**src/rtl/route_pkg.sv**
```systemverilog
package route_pkg;
  localparam int HOP_W = 4;
  typedef logic [HOP_W-1:0] hop_t;
  localparam hop_t HOP_UP = hop_t'(6);
endpackage

```
**src/rtl/route_lca.sv**
```systemverilog
module route_lca #(
  parameter int LVL     = 4,
  parameter int DEPTH_W = $clog2(LVL + 1),
  parameter int CNT_W   = (LVL > 1) ? $clog2(LVL) : 1
) (
  input  logic [2*LVL-1:0] src,
  input  logic [2*LVL-1:0] dst,
  input  logic [DEPTH_W-1:0] depth,
  output logic             differ,
  output logic [CNT_W-1:0] top
);
  logic [LVL-1:0] diff;

  genvar g;
  generate
    for (g = 0; g < LVL; g++) begin : g_digit
      assign diff[g] = (32'(depth) > g) && (src[2*g +: 2] != dst[2*g +: 2]);
    end
  endgenerate

  always_comb begin
    top = '0;
    for (int i = 0; i < LVL; i++) begin
      if (diff[i]) top = CNT_W'(i);
    end
  end

  assign differ = |diff;
endmodule

```
**src/rtl/route_seq.sv**
```systemverilog
module route_seq
  import route_pkg::*;
#(
  parameter int LVL   = 4,
  parameter int CNT_W = (LVL > 1) ? $clog2(LVL) : 1
) (
  input  logic             clk,
  input  logic             rst,
  input  logic             start,
  input  logic             differ,
  input  logic [CNT_W-1:0] top,
  input  logic [2*LVL-1:0] dst,
  input  logic             hop_ready,
  output logic             busy,
  output logic             hop_valid,
  output hop_t             hop_code,
  output logic             hop_last,
  output logic             route_done
);
  logic [CNT_W-1:0] ups_left;
  logic [CNT_W-1:0] dig_idx;
  logic [2*LVL-1:0] dst_q;
  logic             take;

  assign take = busy && hop_ready;

  always_ff @(posedge clk) begin
    if (rst) begin
      busy       <= 1'b0;
      ups_left   <= '0;
      dig_idx    <= '0;
      dst_q      <= '0;
      route_done <= 1'b0;
    end else begin
      route_done <= 1'b0;
      if (!busy) begin
        if (start) begin
          if (differ) begin
            busy     <= 1'b1;
            ups_left <= top;
            dig_idx  <= top;
            dst_q    <= dst;
          end else begin
            route_done <= 1'b1;
          end
        end
      end else if (take) begin
        if (ups_left != '0) begin
          ups_left <= ups_left - 1'b1;
        end else if (dig_idx == '0) begin
          busy       <= 1'b0;
          route_done <= 1'b1;
        end else begin
          dig_idx <= dig_idx - 1'b1;
        end
      end
    end
  end

  assign hop_valid = busy;
  assign hop_code  = (ups_left != '0) ? HOP_UP : hop_t'(dst_q[2*dig_idx +: 2]);
  assign hop_last  = busy && (ups_left == '0) && (dig_idx == '0);
endmodule

```
**src/rtl/fattree_route_gen.sv**
```systemverilog
module fattree_route_gen
  import route_pkg::*;
#(
  parameter int LVL     = 4,
  parameter int DEPTH_W = $clog2(LVL + 1),
  localparam int ADDR_W = 2 * LVL,
  localparam int CNT_W  = (LVL > 1) ? $clog2(LVL) : 1
) (
  input  logic               clk,
  input  logic               rst,
  input  logic               req_valid,
  output logic               req_ready,
  input  logic [ADDR_W-1:0]  req_src,
  input  logic [ADDR_W-1:0]  req_dst,
  input  logic [DEPTH_W-1:0] req_depth,
  output logic               hop_valid,
  input  logic               hop_ready,
  output logic [HOP_W-1:0]   hop_code,
  output logic               hop_last,
  output logic               route_done
);
  logic             busy;
  logic             differ;
  logic [CNT_W-1:0] top;
  logic             start;

  assign req_ready = !busy;
  assign start     = req_valid && req_ready;

  route_lca #(.LVL(LVL), .DEPTH_W(DEPTH_W), .CNT_W(CNT_W)) u_lca (
    .src(req_src), .dst(req_dst), .depth(req_depth),
    .differ(differ), .top(top)
  );

  route_seq #(.LVL(LVL), .CNT_W(CNT_W)) u_seq (
    .clk(clk), .rst(rst), .start(start), .differ(differ), .top(top),
    .dst(req_dst), .hop_ready(hop_ready), .busy(busy),
    .hop_valid(hop_valid), .hop_code(hop_code), .hop_last(hop_last),
    .route_done(route_done)
  );
endmodule

```
**config.mk**
```make
export PLATFORM = sky130hd
export DESIGN_NAME = fattree_route_gen
export DESIGN_NICKNAME = d
export VERILOG_FILES = /design/src/rtl/route_pkg.sv /design/src/rtl/route_lca.sv /design/src/rtl/route_seq.sv /design/src/rtl/fattree_route_gen.sv
export SDC_FILE = /design/constraint.sdc
export NUM_CORES = 1
export LEC_CHECK = 0
export CAP_MARGIN = 20
export CORE_ASPECT_RATIO = 1.5
export CORE_MARGIN = 1.5
export CORE_UTILIZATION = 33
export DETAILED_ROUTE_END_ITERATION = 8
export PLACE_DENSITY = 0.69
export SYNTH_ARGS = -nofsm -noshare
export SYNTH_HDL_FRONTEND = slang
export SYNTH_SLANG_ARGS = --single-unit
```
**constraint.sdc**
```tcl
create_clock -name clk -period 3.88 [get_ports clk]
set_clock_uncertainty 0.05 [all_clocks]
set_input_delay 0.388 -clock clk [delete_from_list [all_inputs] [get_ports clk]]
set_output_delay 0.388 -clock clk [all_outputs]
set_load 0.03 [all_outputs]
```
; ---- Word-level counts from Yosys, hierarchy flattened
; Cells that the tools add are included.
; Widths: inputs -> output; s select.
[word_totals]
reg_bits = 14
inputBits = 23
out_inout_bits = 8
word_cells = 64
[op_classes]
add_sub_neg = 2
magnitude_cmp = 4
n_eq_ne = 8
shift = 1
n_mux = 25
bitwise_logic = 1
reduce_logical = 18
[op_table]
columns = operator, n
row1 = $mux 2, 11
row2 = $mux 1, 13
row3 = $logic_and 1x1->1, 8
row4 = $ne 2x2->1, 4
row5 = $ne 2x2->1 const B, 4
row6 = $shiftx 8x4->2, 1
row7 = $gt 3x1->1 const B, 2
row8 = $gt 3x2->1 const B, 2
row9 = $reduce_bool 2->1, 3
row10 = $reduce_and 5->1, 1
row11 = $logic_not 2->1, 2
row12 = $reduce_and 4->1, 1
row13 = $reduce_or 4->1, 1
row14 = $sub 2x1->2 const B, 2
row15 = $mux 3, 1
row16 = $reduce_and 3->1, 1
row17 = $logic_not 1->1, 1
row18 = $not 1->1, 1

; ---- Depth between registers and ports, before layout
; Gate-level depths: netlist (run 1).
[logic_depth]
depth_word = 8
mapped_depth = 7
mapped_depth_nobuf = 7

; ---- Hierarchy
; Synthesis (run 1) repeated with hierarchy kept, for this count alone.
[unflattened]
cells_unflattened = 100
area_unflattened_um2 = 904.6
[modules_own_cells]
columns = module, n_inst, cells_each, area_each_um2, seq_area_each_um2
row1 = route_seq, 1, 81, 769.5, 280.3
row2 = route_lca, 1, 17, 125.1, 0.0
row3 = fattree_route_gen, 1, 2, 10.0, 0.0

; ---- Worst setup path before layout (run 1)
; Ideal clock, no wire load.
[synth_timing]
path_kind = input -> register
startpoint = input req_dst[5]
endpoint = register u_seq.ups_left[1]
setup_time_ns = 0.087
arrival_time_ns = 1.664
required_time_ns = 3.743
slack_ns = 2.079
cell_stages = 5
path_buffers = 0
cell_sequence = xor2_1 > o21a_1 > o41ai_4 > or4b_1 > o31ai_1
[synth_via]
elab_chain_len = 7
elab_cells_between_ends = 10
classes_between = eq/ne (1) / mux (5) / reduce/logical (4)
[synth_lines]
columns = item, line_no
row1 = from (decl), fattree_route_gen.sv:14  ; input logic [ADDR_W-1:0] req_dst,
row2 = $ne 2x2->1 (*), route_lca.sv:17  ; assign diff[g] = (32'(depth) > g) && (src[2*g +: 2] != dst[2*g +: 2]);
row3 = $logic_and 1x1->1 (*), route_lca.sv:17
row4 = $mux 2 (2 in series), route_lca.sv:24  ; if (diff[i]) top = CNT_W'(i);
row5 = $mux 2, route_seq.sv:38  ; if (differ) begin
row6 = $mux 2, route_seq.sv:37  ; if (start) begin
row7 = $mux 2, route_seq.sv:36  ; if (!busy) begin
row8 = to (signal assigned), route_seq.sv:40  ; ups_left <= top;
row9 = to (signal assigned), route_seq.sv:49  ; ups_left <= ups_left - 1'b1;
row10 = to (decl), route_seq.sv:20  ; logic [CNT_W-1:0] ups_left;
; Every way passes the cells marked *; elsewhere a longest branch is shown, timed or not. The select of a mux whose other input is x is not followed.
; A chain may end at the register's enable or synchronous reset.

; ---- Worst setup path after layout (run 1)
[layout_timing]
startpoint = register u_seq.dig_idx[0]
endpoint = output hop_code[1]
[layout_via]
elab_chain_len = 2
[layout_lines]
columns = item, line_no
row1 = from (decl), route_seq.sv:21  ; logic [CNT_W-1:0] dig_idx;
row2 = from (signal assigned), route_seq.sv:41  ; dig_idx <= top;
row3 = from (signal assigned), route_seq.sv:54  ; dig_idx <= dig_idx - 1'b1;
row4 = $shiftx 8x4->2, route_seq.sv:61  ; assign hop_code = (ups_left != '0) ? HOP_UP : hop_t'(dst_q[2*dig_idx +: 2]);
row5 = $mux 3, route_seq.sv:61
row6 = to (decl), fattree_route_gen.sv:18  ; output logic [HOP_W-1:0] hop_code,
; Every way passes these cells.

==> flow_metrics.env, run 1 <==
export IMPL_outcome="completed"
export IMPL_grt_ovfl_total=0
export IMPL_wire_per_inst_um=12.6
export IMPL_relSlewSlack=0.599
export IMPL_post_cts_buffers=0
export IMPL_rsz0062_at_grt="false"
export IMPL_multi_input_area_um2=524
export IMPL_design_core_area_mm2=0.00245
export IMPL_peakVddDrop_v=0.000151
export IMPL_drt_total_wl_mm=1.87
export IMPL_clkSlewWorstSetupHoldPaths_ps=80
export IMPL_cts_root_buf="clkbuf_4"
export IMPL_min_path_type="reg -> reg"
export IMPL_syn_area_um2=850
export IMPL_drt_drc_violations_left=0
export IMPL_numCtsBuffers=3
export IMPL_dp_hpwl_mm=1.49
export IMPL_n_fill_cell=256
export IMPL_critPathMaxFanout=5
export IMPL_cp_end_kind="output port"
export IMPL_crit_slowest_cell="clkdlybuf4s50_1"
export IMPL_fin_crit_sh=0.632
export IMPL_ys_async_sr_fraction=0
export IMPL_first_pass_iters=6
export IMPL_htreeDepth=1
export IMPL_hold_buffers=0
export IMPL_ys_warn_count=0
export IMPL_worst_setup_path_start_kind="register"
export IMPL_drtIter0Drc=15
export IMPL_p_per_area_mw_per_mm2=342
export IMPL_synth_top_area_cell="dfxtp_1"
export IMPL_worstSetupPathType="reg -> out"
export IMPL_final_nets=152
export IMPL_synth_ff_type="dfxtp_1"
export IMPL_syn_inst=96
export IMPL_worstSetupStartpoint="u_seq.dig_idx[0]"
export IMPL_r2r_start="u_seq.busy"
export IMPL_ios=31
export IMPL_setup_violations=0
export IMPL_seq_area_frac_synth=0.330
export IMPL_cp_slowest_stage_delay_ps=590
export IMPL_grt_pass1_vias=715
export IMPL_cts_sinks=14
export IMPL_grt_max_degree=17
export IMPL_p_leak_nw=0.478
export IMPL_clk_insertion_delay_late_ps=280
export IMPL_fp_dieW_um=44.4
export IMPL_worstHoldStart="u_seq.dst_q[7]"
export IMPL_antenna_found_initial=0
export IMPL_n_antenna_cell=0
export IMPL_grt_pass1_wl_mm=3.08
export IMPL_netlist_area_leader_share=0.330
export IMPL_r2r_setup_slack_ps=2170
export IMPL_synth_distinct_cells=34
export IMPL_worstPathRequired_ps=3440
export IMPL_layout_drive_gt1_share=0.0560
export IMPL_die_h_um=65.1
export IMPL_period_minus_slack_ps=2450
export IMPL_synth_area_leaders="dfxtp_1 33%, mux2i_1 11%, nor2_1 6.2%"
export IMPL_arrival_ps=2010
export IMPL_floorplan_rows=22
export IMPL_vias=772
export IMPL_utilization=0.481
export IMPL_cap_violations=0
export IMPL_ant_nets=0
export IMPL_ctsLongestPathBuffers=2
export IMPL_cts_resized_gates=0
export IMPL_fin_tns_setup_ps=0
export IMPL_vias_per_cell=5.18
export IMPL_synth_common_cells="14 x dfxtp_1, 14 x nor2_1, 9 x mux2i_1"
export IMPL_drv_slew=0
export IMPL_die_area_mm2=0.00289
export IMPL_synth_seq_cells=14
export IMPL_gp_congestion=0.774
export IMPL_syn_area_per_cell_um2=8.85
export IMPL_fmax_mhz=408
export IMPL_critical_path_cell_chain="mux4_2 -> nand2b_1 -> clkdlybuf4s50_1"
export IMPL_cts_tree="done"
export IMPL_io_buffers=29
export IMPL_synth_edff_count=0
export IMPL_synth_fp_nets=121
export IMPL_initial_core_util=0.347
export IMPL_final_hold_viol_count=0
export IMPL_regArea_um2=280
export IMPL_area_delta_synth_final_pct=38.6
export IMPL_worst_pin_slew_ps=600
export IMPL_track_usage=0.145
-- power breakdown --
part,internal [W],total [W],switching (W)
clock,0.0000360,0.0000798,0.0000438
combinational,0.0000768,0.000153,0.0000765
sequential,0.000157,0.000170,0.0000129
-- final timing paths --
kind | end | depth (start not counted)
max reg2reg | u_seq.dst_q[1] | 5
min reg2reg | u_seq.dst_q[7] | 2
min | u_seq.dst_q[7] | 2
max | hop_code[1] | 3
-- metal layers --
metal	track usage	up-vias	wire, µm
li1	-	394	-
met1	0.180	342	779
met2	0.222	32	934
met3	0.0330	4	126
met4	0.0833	0	32
met5	0	-	0
-- worst max-delay path: cells and delay by family (launching register included) --
family	cells	cell delay [ps]
and+or+nand+nor	1	150
buffers and inverters	1	590
muxes	1	520
DFF	1	470
-- cell type report --
class / count / share of cell area
tap: 24 / 0.0255
sequential: 14 / 0.238
timing repair buffer: 30 / 0.253
inverter: 6 / 0.0191
clock buffer: 3 / 0.0191
multi-input combinational: 72 / 0.445
-- flip-flops by register name (all words and copies together), names as in the netlist --
register          flops
u_seq.ups_left        2
u_seq.dig_idx         2
u_seq.route_done      1
u_seq.busy            1
u_seq.dst_q           8
-- metrics by stage --
| step | instances | cell area, µm² | setup slack (ps) | total power (W) | hold WS (ps) |
|---|---|---|---|---|---|
| 6_report | 149 | 1180 | 1430 | 0.000403 | 452 |
| 5_1_grt | 149 | 1180 | 1350 | 0.000427 | 478 |
| 4_1_cts | 149 | 1180 | 1410 | 0.000407 | 451 |
| 3_5_place_dp | 146 | 1150 | 1260 | 0.000326 | 433 |
| 3_3_place_gp | 146 | 1150 | 1330 | 0.000324 | 424 |
| 2_1_floorplan | 96 | 850 | 2080 | 0.000266 | 407 |
-- placed cells by master (no fill, tap or decap), types with 2 or more instances in the layout --
cell type and count:
nand2b_1 3, ha_1 2, clkbuf_4 3, a21oi_1 6, nand2_1 5, mux4_2 2, clkdlybuf4s50_1 29, mux2i_1 9
inv_1 6, xnor2_1 6, nor2_1 14, nor3_1 3, xor2_1 2, dfxtp_1 14
-- cells by family (layout without fill, tap and decap cells) --
kind of cell               count (synthesis)  count (layout)  synth area share
DFF                                       14              14             0.330
xor gates and xnor gates                   8               8            0.0825
other                                      1               1           0.00441
adders and majority gates                  2               2            0.0295
buffers and inverters                     10              39            0.0530
and+or+nand+nor                           33              33             0.186
AOI/OAI and AO/OA                         17              17             0.156
muxes                                     11              11             0.159
Note: power is estimated with default switching activity, not from simulation.
==> run 2: changes to the inputs <==
PLACE_DENSITY = 0.72   (was 0.69)
clock period = 2 ns   (was 3.88 ns; I/O delays follow)
==> run 2 against run 1 <==
The flow now finishes with violations (DRC). Sequential cell count unchanged. Die area unchanged. Register-to-register slack got worse by 1800 ps. Via count increased by 4.1%. Critical path type unchanged. Sequential power increased by 91%. Critical path depth unchanged. Worst setup slack got worse by 1300 ps. Wire length increased by 6.2%. Cell area increased by 7.2%. Global-route usage increased by 0.97 points. Count of clock-buffer cells in the layout increased by 1.
==> flow_metrics.env, run 2 (synthesis gave the netlist of run 1 again) <==
export IMPL_top_regs="u_seq.dst_q x8, u_seq.dig_idx x2, u_seq.ups_left x2"
export IMPL_drt_drc_violations_left=3
export IMPL_cp_end_kind="output port"
export IMPL_grt_ovfl_total=0
export IMPL_grt_max_degree=16
export IMPL_ios=31
export IMPL_io_buffers=29
export IMPL_die_area_mm2=0.00289
export IMPL_violations="DRC"
export IMPL_drt_total_wl_mm=1.99
export IMPL_floorplan_rows=22
export IMPL_clk_insertion_delay_late_ps=280
export IMPL_layout_common_cells="25 x clkdlybuf4s50_1, 14 x nor2_1, 13 x dfxtp_1"
export IMPL_gp_congestion=0.876
export IMPL_outcome="finished with violations"
export IMPL_layout_commonest_cell="clkdlybuf4s50_1"
export IMPL_worstPathRequired_ps=1750
export IMPL_rsz0062_at_grt="false"
export IMPL_vias_per_cell=5.03
export IMPL_critical_path_cell_chain="mux4_2 -> and2_1 -> dlygate4sd2_1"
export IMPL_cp_slowest_stage_delay_ps=490
export IMPL_antenna_found_initial=0
export IMPL_vias=804
export IMPL_final_nets=162
export IMPL_dp_hpwl_mm=1.66
export IMPL_n_antenna_cell=0
export IMPL_cts_sinks=14
export IMPL_p_per_area_mw_per_mm2=672
export IMPL_ant_nets=0
export IMPL_worstSetupPathType="reg -> out"
export IMPL_wire_per_inst_um=12.4
export IMPL_cts_root_buf="clkbuf_4"
export IMPL_die_h_um=65.1
export IMPL_worstHoldStart="u_seq.dst_q[0]"
export IMPL_drv_slew=0
export IMPL_critPathTopFamily="multiplexers"
export IMPL_ctsLongestPathBuffers=2
export IMPL_clkSlewWorstSetupHoldPaths_ps=90
export IMPL_crit_slowest_cell="mux4_2"
export IMPL_post_cts_buffers=0
export IMPL_arrival_ps=1650
export IMPL_setup_violations=0
export IMPL_holdWs_ps=446
export IMPL_worst_setup_path_start_kind="register"
export IMPL_min_path_type="reg -> reg"
export IMPL_cp_num_buf_inv=1
export IMPL_design_core_area_mm2=0.00245
export IMPL_r2r_start="u_seq.ups_left[0]"
export IMPL_htreeDepth=1
export IMPL_worstSetupStartpoint="u_seq.dig_idx[1]"
export IMPL_cts_tree="done"
export IMPL_grt_pass1_vias=764
export IMPL_initial_core_util=0.347
export IMPL_numCtsBuffers=3
export IMPL_critPathMaxFanout=2
export IMPL_drtIter0Drc=21
export IMPL_fmax_mhz=527
export IMPL_grt_pass1_wl_mm=3.23
export IMPL_first_pass_iters=8
export IMPL_p_leak_nw=0.547
export IMPL_area_delta_synth_final_pct=48.6
export IMPL_largest_reg_flops=8
export IMPL_largest_register="u_seq.dst_q"
export IMPL_period_minus_slack_ps=1900
export IMPL_fp_dieW_um=44.4
export IMPL_fin_crit_sh=0.950
export IMPL_utilization=0.515
export IMPL_track_usage=0.154
export IMPL_layout_drive_gt1_share=0.140
export IMPL_peakVddDrop_v=0.000361
export IMPL_final_hold_viol_count=0
export IMPL_cap_violations=0
run 2: cell count changes in the layout (fill, tap and decap cells not counted):
cell	change
buf_4	+10
clkbuf_8	+1
clkdlybuf4s50_1	-4
dfxtp_1	-1
dfxtp_2	+1
dlygate4sd2_1	+4
run 2: worst paths after layout:
check                                         to  slack (ps)  depth (start not counted)
worst min register to register    u_seq.dst_q[0]         450                          2
worst min-delay path              u_seq.dst_q[0]         450                          2
worst max-delay path                 hop_code[0]         100                          3
worst max register to register  u_seq.dig_idx[0]         350                          7
run 2: final cells by class:
class	count	area, µm²
flip-flops and latches	14	282
well taps	24	30.0
fillers	229	1190
repair buffers	40	368
multi-input cells	72	524
inverters	6	22.5
clock buffers	4	36.3
run 2: per-stage QoR:
step                cell area, µm²  power, W  std cells  TNS (ps)  worst slack, ps
floorplan                      850  0.000516         96         0              351
global placement              1230  0.000654        156      -650             -118
detailed placement            1230  0.000660        156     -1040             -154
CTS                           1260  0.000860        160         0             35.7
global route                  1260  0.000898        160         0             22.5
finish                        1260  0.000848        160         0              101
run 2: power by group:
group	internal, W	total, W	switching [W]	leakage [nW]
Clock	0.000111	0.000207	0.0000964	0.0210
Sequential	0.000305	0.000325	0.0000202	0.116
Combinational	0.000159	0.000316	0.000157	0.411
Total	0.000575	0.000848	0.000274	0.547
run 2: worst min-delay path, stage by stage (launching register included):
cell     delay, ps
dfxtp_1        330
mux2i_1         70
nor2_1          70
run 2: per-layer routing:
layer / vias to the layer above / part of all wire / GRT usage
li1: 417 / - / -
met3: 0 / 0.056 / 0.0302
met2: 26 / 0.54 / 0.270
met1: 361 / 0.40 / 0.166
met4: 0 / 0 / 0.0871
met5: - / 0 / 0
run 2: repair_timing:
item | CTS | global route
resized for setup | 4 | 1
hold buffers | 0 | 0
setup endpoints to repair | 4 | 1
==> run 3: changes to the inputs <==
CORE_UTILIZATION = 25   (was 33)
PLACE_DENSITY = 0.59   (was 0.72)
==> run 3 against run 2 <==
The run now ends clean. Non-clock buffer count up 3. Sequential cell count is the same. Global-route usage shrank 3.2 points. Critical path depth grew 4. Maximum frequency is 0.95% lower. Via count grew 4.1%. Core utilization decreased by 10 points. First-iteration DRC count up 19%. Cell area grew 4.8%. Die area grew 30%. Clock power is 34% higher. Register-to-register slack improved by 20 ps. Critical endpoint is now u_seq.ups_left[0].
==> flow_metrics.env, run 3 (synthesis gave the netlist of run 1 again) <==
export IMPL_r2r_end="u_seq.dig_idx[0]"
export IMPL_initial_core_util=0.266
export IMPL_worstPathRequired_ps=2090
export IMPL_worstSetupPathType="in -> reg"
export IMPL_die_area_mm2=0.00376
export IMPL_r2r_setup_slack_ps=370
export IMPL_critPathMaxFanout=7
export IMPL_sw_frac_of_total=0.304
export IMPL_area_delta_synth_final_pct=55.7
export IMPL_largest_reg_flops=8
export IMPL_ios=31
export IMPL_numCtsBuffers=3
export IMPL_cts_tree="done"
export IMPL_multi_input_area_um2=524
export IMPL_design_core_area_mm2=0.00319
export IMPL_outcome="completed"
export IMPL_vias=837
export IMPL_n_antenna_cell=0
export IMPL_drtIter0Drc=25
export IMPL_grt_pass1_vias=767
export IMPL_ctsLongestPathBuffers=2
export IMPL_r2r_cells=7
export IMPL_setup_violations=0
export IMPL_layout_drive_gt1_share=0.151
export IMPL_power_frac_comb=0.350
export IMPL_vias_per_cell=4.68
export IMPL_antenna_found_initial=0
export IMPL_internal_power_w=0.000643
export IMPL_hold_end="u_seq.dst_q[0]"
export IMPL_cp_slowest_stage_delay_ps=430
export IMPL_n_fill_cell=335
export IMPL_p_clk_frac=0.299
export IMPL_ant_nets=0
export IMPL_fmax_mhz=522
export IMPL_drt_drc_violations_left=0
export IMPL_wire_per_inst_um=11.6
export IMPL_gp_congestion=0.865
export IMPL_track_usage=0.122
export IMPL_place_inst=175
export IMPL_holdWs_ps=441
export IMPL_htreeDepth=1
export IMPL_grt_pass1_wl_mm=3.39
export IMPL_cp_end_kind="register"
export IMPL_holdPathStages=2
export IMPL_grt_max_degree=12
export IMPL_largest_register="u_seq.dst_q"
export IMPL_dp_hpwl_mm=1.70
export IMPL_first_pass_iters=4
export IMPL_min_path_type="reg -> reg"
export IMPL_drt_total_wl_mm=2.07
export IMPL_io_buffers=29
export IMPL_fin_crit_sh=0.959
export IMPL_p_leak_nw=0.570
export IMPL_peakVddDrop_v=0.000392
export IMPL_p_seq_frac=0.351
export IMPL_regArea_um2=280
export IMPL_layout_common_cells="25 x clkdlybuf4s50_1, 14 x nor2_1, 14 x buf_4, 14 x dfxtp_1, 9 x mux2i_1"
export IMPL_floorplan_rows=25
export IMPL_layout_commonest_cell="clkdlybuf4s50_1"
export IMPL_p_per_area_mw_per_mm2=699
export IMPL_final_hold_viol_count=0
export IMPL_cts_root_buf="clkbuf_8"
export IMPL_r2r_start="u_seq.ups_left[0]"
export IMPL_arrival_ps=2010
export IMPL_fp_dieW_um=50.6
export IMPL_drv_slew=0
export IMPL_crit_slowest_cell="clkdlybuf4s50_1"
export IMPL_period_minus_slack_ps=1920
export IMPL_grt_ovfl_total=0
export IMPL_clk_insertion_delay_late_ps=250
export IMPL_worstHoldStart="u_seq.dst_q[0]"
export IMPL_cts_sinks=14
export IMPL_clkSlewWorstSetupHoldPaths_ps=60
export IMPL_worst_setup_path_start_kind="input pin"
export IMPL_switching_power_w=0.000281
export IMPL_critical_path_cell_chain="clkdlybuf4s50_1 -> xor2_1 -> o21a_1 -> o41ai_4 -> buf_4 -> o21ai_1 -> o221a_1"
export IMPL_final_nets=165
export IMPL_top_regs="u_seq.dst_q x8, u_seq.dig_idx x2, u_seq.ups_left x2"
export IMPL_rsz0062_at_grt="false"
export IMPL_final_cells=179
export IMPL_cap_violations=0
export IMPL_die_h_um=74.4
-- run 3: cell types whose count changed in the layout (fill, tap and decap cells not counted), sizes merged --
cell and change:
buf +3
-- run 3: what timing repair did --
| item | CTS | global route |
|---|---|---|
| gates resized for setup | 4 | 0 |
| buffers inserted | 0 | 0 |
| hold endpoints to repair | 0 | 0 |
| endpoints found under the setup margin | 4 | 0 |
| hold buffers | 0 | 0 |
-- run 3: critical path, delay by kind of cell --
family	cells	cell delay [ps]
compound gates	4	960
buf+inv	2	660
xor+xnor	1	190
-- run 3: per-stage QoR --
step | TNS, ps | setup slack [ps] | power [W] | instance area, µm² | util
2_1_floorplan | 0 | 351 | 0.000516 | 850 | -
3_3_place_gp | -785 | -129 | 0.000664 | 1270 | 0.399
3_5_place_dp | -1260 | -178 | 0.000666 | 1270 | 0.399
4_1_cts | 0 | 82.2 | 0.000938 | 1320 | 0.415
5_1_grt | 0 | 26.8 | 0.000976 | 1320 | 0.415
6_report | 0 | 82.5 | 0.000924 | 1320 | 0.415
-- run 3: power by group through the flow --
stage	clock (W)	sequential, W	combinational [W]
2_1_floorplan	0	0.000331	0.000185
3_3_place_gp	0	0.000331	0.000333
3_5_place_dp	0	0.000331	0.000335
4_1_cts	0.000286	0.000325	0.000327
5_1_grt	0.000295	0.000329	0.000353
6_report	0.000277	0.000324	0.000323
-- run 3: how the worst max path moves through the flow --
stage / start / endpoint / slack (ps) / cells past startpoint
global placement: req_dst[5] / u_seq.ups_left[0] / -130 / 7
global route: req_dst[5] / u_seq.ups_left[0] / 30 / 7
detailed placement: req_dst[4] / u_seq.ups_left[0] / -180 / 7
floorplan: u_seq.busy / u_seq.ups_left[0] / 350 / 5
finish: req_dst[5] / u_seq.ups_left[0] / 80 / 7
CTS: req_dst[4] / u_seq.ups_left[0] / 80 / 7
-- run 3: metal layers --
metal / part of all wire / GRT usage
met2: 0.50 / 0.215
met3: 0.078 / 0.0201
met4: 0.016 / 0.0631
met5: 0 / 0
met1: 0.40 / 0.142
-- run 3: cell type report --
cell class | count | area share
inverters | 6 | 0.0170
well taps | 40 | 0.0378
flip-flops and latches | 14 | 0.212
repair buffers | 43 | 0.295
multi-input cells | 72 | 0.396
clock buffers | 4 | 0.0416
